[config.mk]
export PLATFORM = sky130hd
export DESIGN_NAME = prienc_cascade
export DESIGN_NICKNAME = d
export VERILOG_FILES = /design/src/rtl/prienc_pkg.sv /design/src/rtl/prienc_pick.sv /design/src/rtl/prienc_slice.sv /design/src/rtl/prienc_cascade.sv
export SDC_FILE = /design/constraint.sdc
export NUM_CORES = 1
export LEC_CHECK = 0
export BUFFER_PORTS_ARGS = -buffer_cell sky130_fd_sc_hd__buf_2
export CAP_MARGIN = 25
export CORE_AREA = 2 2 39 41
export DETAILED_ROUTE_END_ITERATION = 7
export DIE_AREA = 0 0 41 43
export GPL_ROUTABILITY_DRIVEN = 0
export SLEW_MARGIN = 20
export SYNTH_ARGS = -nofsm -noshare
export SYNTH_HDL_FRONTEND = slang
export SYNTH_SLANG_ARGS = --single-unit
export TNS_END_PERCENT = 50
[constraint.sdc]
create_clock -name vclk -period 1.97
set_input_delay 0.394 -clock vclk [all_inputs]
set_output_delay 0.394 -clock vclk [all_outputs]
set_load 0.01 [all_outputs]
[src/rtl/prienc_pkg.sv]
package prienc_pkg;
  // Requests served by one slice unless overridden.
  localparam int unsigned SLICE_W_DEF = 8;

  // Width of a slice's binary code for a given slice size.
  function automatic int unsigned code_bits(input int unsigned w);
    return (w > 1) ? $clog2(w) : 1;
  endfunction
endpackage

[src/rtl/prienc_pick.sv]
module prienc_pick #(
  parameter int unsigned W  = prienc_pkg::SLICE_W_DEF,
  localparam int unsigned IW = prienc_pkg::code_bits(W)
) (
  input  logic [W-1:0]  act,
  output logic          any,
  output logic [IW-1:0] idx
);
  // Scan upward so the highest active line is the last one kept.
  always_comb begin
    idx = '0;
    any = 1'b0;
    for (int i = 0; i < W; i++) begin
      if (act[i]) begin
        idx = IW'(i);
        any = 1'b1;
      end
    end
  end

  always_comb begin

    pick_top_chk: assert (!act[W-1] || (idx == IW'(W-1)));

    pick_idle_chk: assert (any || (idx == '0));
  end
endmodule

[src/rtl/prienc_slice.sv]
module prienc_slice #(
  parameter int unsigned W  = prienc_pkg::SLICE_W_DEF,
  localparam int unsigned IW = prienc_pkg::code_bits(W)
) (
  input  logic [W-1:0]  req_n,
  input  logic          en_in_n,
  output logic [IW-1:0] code_n,
  output logic          grp_n,
  output logic          en_out_n
);
  logic [W-1:0]  act;
  logic          any;
  logic [IW-1:0] idx;
  logic          on;

  assign act = ~req_n;
  assign on  = ~en_in_n;

  prienc_pick #(.W(W)) u_pick (
    .act (act),
    .any (any),
    .idx (idx)
  );

  assign code_n   = on ? ~idx : '1;
  assign grp_n    = ~(on & any);
  assign en_out_n = ~(on & ~any);

  always_comb begin

    off_quiet_chk: assert (!en_in_n || ((&code_n) && grp_n && en_out_n));

    one_status_chk: assert (en_in_n || (grp_n != en_out_n));

    idle_pass_chk: assert (en_in_n || (en_out_n == (|act)));
  end
endmodule

[src/rtl/prienc_cascade.sv]
module prienc_cascade #(
  parameter int unsigned SLICE_W = prienc_pkg::SLICE_W_DEF,
  localparam int unsigned IW     = prienc_pkg::code_bits(SLICE_W),
  localparam int unsigned TOT    = 2 * SLICE_W
) (
  input  logic [TOT-1:0] req_n,
  input  logic           en_in_n,
  output logic [IW:0]    code_n,
  output logic           grp_n,
  output logic           en_out_n
);
  logic [IW-1:0] hi_code_n, lo_code_n;
  logic          hi_grp_n, lo_grp_n;
  logic          hand_n, lo_eo_n;

  prienc_slice #(.W(SLICE_W)) u_hi (
    .req_n    (req_n[TOT-1:SLICE_W]),
    .en_in_n  (en_in_n),
    .code_n   (hi_code_n),
    .grp_n    (hi_grp_n),
    .en_out_n (hand_n)
  );

  prienc_slice #(.W(SLICE_W)) u_lo (
    .req_n    (req_n[SLICE_W-1:0]),
    .en_in_n  (hand_n),
    .code_n   (lo_code_n),
    .grp_n    (lo_grp_n),
    .en_out_n (lo_eo_n)
  );

  assign code_n   = {hi_grp_n, hi_code_n & lo_code_n};
  assign grp_n    = hi_grp_n & lo_grp_n;
  assign en_out_n = lo_eo_n;

  always_comb begin

    top_wins_chk: assert (en_in_n || req_n[TOT-1] || (code_n == '0));

    upper_first_chk: assert (en_in_n || (&req_n[TOT-1:SLICE_W]) || !code_n[IW]);

    lower_gate_chk: assert ((&req_n[TOT-1:SLICE_W]) || en_in_n || lo_grp_n);
  end
endmodule

==> results.yml, run 1 <==
yosys:
  ys_seq_area_frac: 0
  synthDistinctLibCells: 19
  synth.cell_area_um2: 186.4
  syn_inst: 30
  ys.warnings.count: 0
  avgSynthCellArea_um2: 6.214
  synth_nets: 47
timing:
  timing.final.crit_period_ns: 1.857
  timing_worst_slew_pin_value_ns: 0.2026
  setup_repair_after_global_routing_missed_its_margin: "false"
  final-setup-viol-count: 0
  highest_clock_rate_ghz: 0.5386
  totalNegativeSetupSlack_ns: 0
  drv_slew: 0
  headroom_to_the_max_slew_limit: 0.8639
  timing_hold_violations_final: 0
  timing.final.crit_share: 0.9425
drt:
  route.final.wire_length_um: 599
  detail_route.iter0.violations: 1
  antenna_left: 0
  detail_route.first_pass.iterations: 3
  route.vias.total: 292
  drcViolationCount: 0
  avgRoutedWirePerCell_um: 8.809
  viasPerCell: 4.294
grt:
  grt_use_total: 0.06693
  number_of_antenna_violations_at_the_first_check_in_global_routing: 0
  busiest_layer: "met2"
  grt_first_pass_wirelength_um: 903
  gr-usage-met2: 0.1063
  grt_remaining_overflow: 0
  global_route.usage.met1: 0.1044
  largest_net_degree_at_the_start_of_global_routing: 8
  use_met3: 0
  first_global_vias: 243
finish:
  design.seq.count: 0
  leading_cell_type_in_the_layout_fill_and_taps_excluded: "buf_2"
  antenna-diode-count: 0
  mostFrequentLayoutCells: "buf_2 (23), inv_1 (4), o21ai_0 (4)"
  multiInputGateArea_um2: 172.7
  seq_area_um2: 0
  drive_gt1_frac: 0.5192
  syn_to_final_growth_pct: 73.15
  n_fill_cell: 154
  final.clkbuf_count: 0
  finalNetCount: 71
die:
  fp.coreArea_um2: 1384
  ios: 23
  chipHeight_um: 43
  die_area_um2: 1763
  floorplan.rows: 14
  start_util: 0.1347
  die_x_um: 41
worst_hold_path:
  timing.hold.worst.class: "in -> out"
  min-delay-start: "en_in_n"
power_and_ir_drop:
  max-vdd-ir-drop_uv: 53.25
  p_leak_nw: 0.1678
  pwr_density_cell_nw_per_um2: 163.4
  power_mw: 0.05273
job:
  cap_viol_max_count: 0
setup_path:
  timing.critical_path.required_ns: 1.58
  worst_setup_path_start_kind: "input port"
  cp_data_arrival_time_ns: 1.46
  crit_path_max_fanout: 4
  crit_path_end_kind: "output pin"
  ws_path_type: "in -> out"
  crit_start: "req_n[11]"
status:
  outcome: "finished, final reports clean"
placement:
  place.port_buffers: 23
  dp_hpwl_um: 551.8
clock_tree:
  post_cts_hold_buffer_count: 0
-- kinds of logic (layout without fill, tap and decap cells) --
| kind of cell | count (synthesis) | in the layout | share of synthesized area |
|---|---|---|---|
| AND/OR/NAND/NOR | 13 | 13 | 0.4295 |
| buffers and inverters | 5 | 27 | 0.1208 |
| AO/OA/AOI/OAI | 12 | 12 | 0.4497 |
-- metrics by stage --
step / hold WS (ns) / area [um^2] / instances / util / setup slack [ns]
2_1_floorplan: 0.8853 / 186.4 / 30 / - / 0.3702
3_3_place_gp: 1.137 / 314.1 / 68 / 0.2269 / 0.1101
3_5_place_dp: 1.142 / 314.1 / 68 / 0.2269 / 0.09829
4_1_cts: 1.143 / 314.1 / 68 / 0.2269 / 0.09763
5_1_grt: 1.172 / 322.8 / 68 / 0.2333 / 0.01252
6_report: 1.142 / 322.8 / 68 / 0.2333 / 0.1133
-- cell usage after synthesis --
cell	count	share of area
nand2_1	3	0.060
a41oi_1	1	0.047
o21ai_0	4	0.11
nand4_1	3	0.10
or2_1	1	0.034
or2b_1	1	0.040
buf_4	1	0.040
a21oi_1	1	0.027
or2_4	1	0.047
o21bai_1	2	0.081
nand3_1	1	0.027
a41o_2	1	0.060
nor2_1	1	0.020
a2bb2oi_1	1	0.047
a31oi_1	1	0.034
a31o_2	1	0.047
nand2b_1	1	0.034
inv_1	4	0.081
nor4_2	1	0.067
-- timing repair --
item | 4_1_cts | 5_1_grt
setup endpoints to repair | 0 | 1
gates resized for setup | 0 | 1
setup buffers | 0 | 0
-- path summary, 6_finish.rpt --
path / endpoint / depth (start not counted)
hold / removal: code_n[1] / 3
setup / recovery: code_n[1] / 6
-- cell type report --
cell class / instances / area share
Multi-Input combinational cell: 25 / 0.5349
Inverter: 4 / 0.04651
Tap cell: 16 / 0.06202
Timing Repair Buffer: 23 / 0.3566
-- per-layer routing --
layer	vias up	wire length, um
li1	158	-
met5	-	0
met1	118	300
met2	16	237
met3	0	61
met4	0	0
-- power by group --
group          total [mW]  switching (mW)  internal, mW
logic              0.0527          0.0262        0.0265
registers               0               0             0
clock network           0               0             0
-- critical path, stage by stage --
cell      delay (ns)
buf_2           0.10
nand4_1         0.13
or2_4           0.30
o21bai_1        0.16
a41o_2          0.26
buf_2           0.13
Note: power is estimated with default switching activity, not from simulation.
==> run 2: changes to the inputs <==
==> constraint.sdc (replaced) <==
create_clock -name vclk -period 1.97
set_input_delay 0 -clock vclk [all_inputs]
set_output_delay 0 -clock vclk [all_outputs]
set_load 0.01 [all_outputs]
==> run 2 against run 1 <==
  * Design area fell by 2.7%
  * Utilization down 0.63 points
  * Count of clock-buffer cells in the layout stayed put
  * Largest cell class unchanged
==> results.yml, run 2 (synthesized netlist as in run 1, its figures left out) <==
power_and_ir_drop:
  switching_power_mw: 0.02497
  p_int_mw: 0.02640
  pwr-share-comb: 1.000
  power_mw: 0.05137
  pwr_density_cell_nw_per_um2: 163.6
  seqPwrFrac: 0
  sw_frac_of_total: 0.4862
  p_leak_nw: 0.1589
  max-vdd-ir-drop_uv: 44.24
  power_frac_clock: 0
finish:
  n_fill_cell: 164
  seq_area_um2: 0
  drive_gt1_frac: 0.5192
  final.clkbuf_count: 0
  finalCoreUtilization: 0.2269
  syn_to_final_growth_pct: 68.46
  multiInputGateArea_um2: 163.9
  layout.cell_area.non_filler_um2: 314.1
  mostFrequentLayoutCells: "buf_2 (23), inv_1 (4), o21ai_0 (4)"
  design.seq.count: 0
  leading_cell_type_in_the_layout_fill_and_taps_excluded: "buf_2"
  antenna-diode-count: 0
  finalNetCount: 71
timing:
  timing.final.crit_share: 0.5335
  totalNegativeSetupSlack_ns: 0
  timing_hold_violations_final: 0
  timing_worst_slew_pin_value_ns: 0.2384
  headroom_to_the_max_slew_limit: 0.8397
  drv_slew: 0
  final-setup-viol-count: 0
  post-route-worst-setup-slack_ns: 0.9190
  setup_repair_after_global_routing_missed_its_margin: "false"
  timing.final.crit_period_ns: 1.051
  highest_clock_rate_ghz: 0.9514
drt:
  antenna_left: 0
  route.final.wire_length_um: 589
  detail_route.first_pass.iterations: 4
  avgRoutedWirePerCell_um: 8.662
  route.vias.total: 304
  viasPerCell: 4.471
  detail_route.iter0.violations: 2
  drcViolationCount: 0
die:
  die_x_um: 41
  die_area_um2: 1763
  chipHeight_um: 43
  fp.coreArea_um2: 1384
  start_util: 0.1347
  ios: 23
  floorplan.rows: 14
setup_path:
  worst_setup_path_start_kind: "input port"
  ws_path_type: "in -> out"
  timing.critical_path.required_ns: 1.97
  crit_path_end_kind: "output pin"
  crit_path_max_fanout: 4
  cp_data_arrival_time_ns: 1.05
grt:
  number_of_antenna_violations_at_the_first_check_in_global_routing: 0
  largest_net_degree_at_the_start_of_global_routing: 8
  grt_first_pass_wirelength_um: 931
  grt_use_total: 0.06893
  grt_remaining_overflow: 0
  first_global_vias: 246
worst_hold_path:
  whs_path_depth: 3
  timing.hold.worst.class: "in -> out"
  min-delay-start: "en_in_n"
  terminating_pin_of_the_worst_hold_path: "code_n[1]"
placement:
  preCtsSetupSlack_ns: 0.8868
  placed_cell_area_um2: 314.1
  place.port_buffers: 23
clock_tree:
  cts_resized: 0
  post_cts_hold_buffer_count: 0
  postCtsSetupBuffers: 0
status:
  outcome: "finished, final reports clean"
job:
  cap_viol_max_count: 0
==> run 2: power by group through the flow <==
stage,clock network (mW),registers [mW],logic [mW]
6_report,0,0,0.0514
5_1_grt,0,0,0.0581
4_1_cts,0,0,0.0520
3_5_place_dp,0,0,0.0518
3_3_place_gp,0,0,0.0517
2_1_floorplan,0,0,0.0220
==> run 2: metrics by stage <==
step / cells / hold slack, ns
3_5_place_dp: 68 / 0.3522
6_report: 68 / 0.3528
4_1_cts: 68 / 0.3546
3_3_place_gp: 68 / 0.3503
5_1_grt: 68 / 0.3836
2_1_floorplan: 30 / 0.09727
==> run 2: worst max path at each step <==
stage | cells past startpoint | endpoint | slack [ns] | start
after detailed placement | 6 | grp_n | 0.89 | req_n[11]
after floorplan | 4 | grp_n | 1.16 | req_n[11]
final | 6 | code_n[1] | 0.92 | req_n[11]
after global routing | 6 | grp_n | 0.79 | req_n[11]
after CTS | 6 | grp_n | 0.89 | req_n[11]
after global placement | 6 | grp_n | 0.92 | req_n[14]
==> run 2: layout make-up <==
class              instances  area share
inverters                  4     0.04781
multi-input cells         25      0.5219
well taps                 16     0.06375
repair buffers            23      0.3665
==> run 2: worst max-delay path, stage by stage <==
cell	delay, ns
buf_2	0.10
nand4_1	0.12
or2_4	0.28
o21bai_1	0.16
a41o_2	0.26
buf_2	0.13
==> run 2: layer usage <==
| metal | track usage | up-vias | part of all wire |
|---|---|---|---|
| li1 | - | 158 | - |
| met1 | 0.1108 | 125 | 0.44 |
| met2 | 0.1063 | 21 | 0.40 |
| met3 | 0 | 0 | 0.16 |
| met4 | 0 | 0 | 0 |
| met5 | 0 | - | 0 |
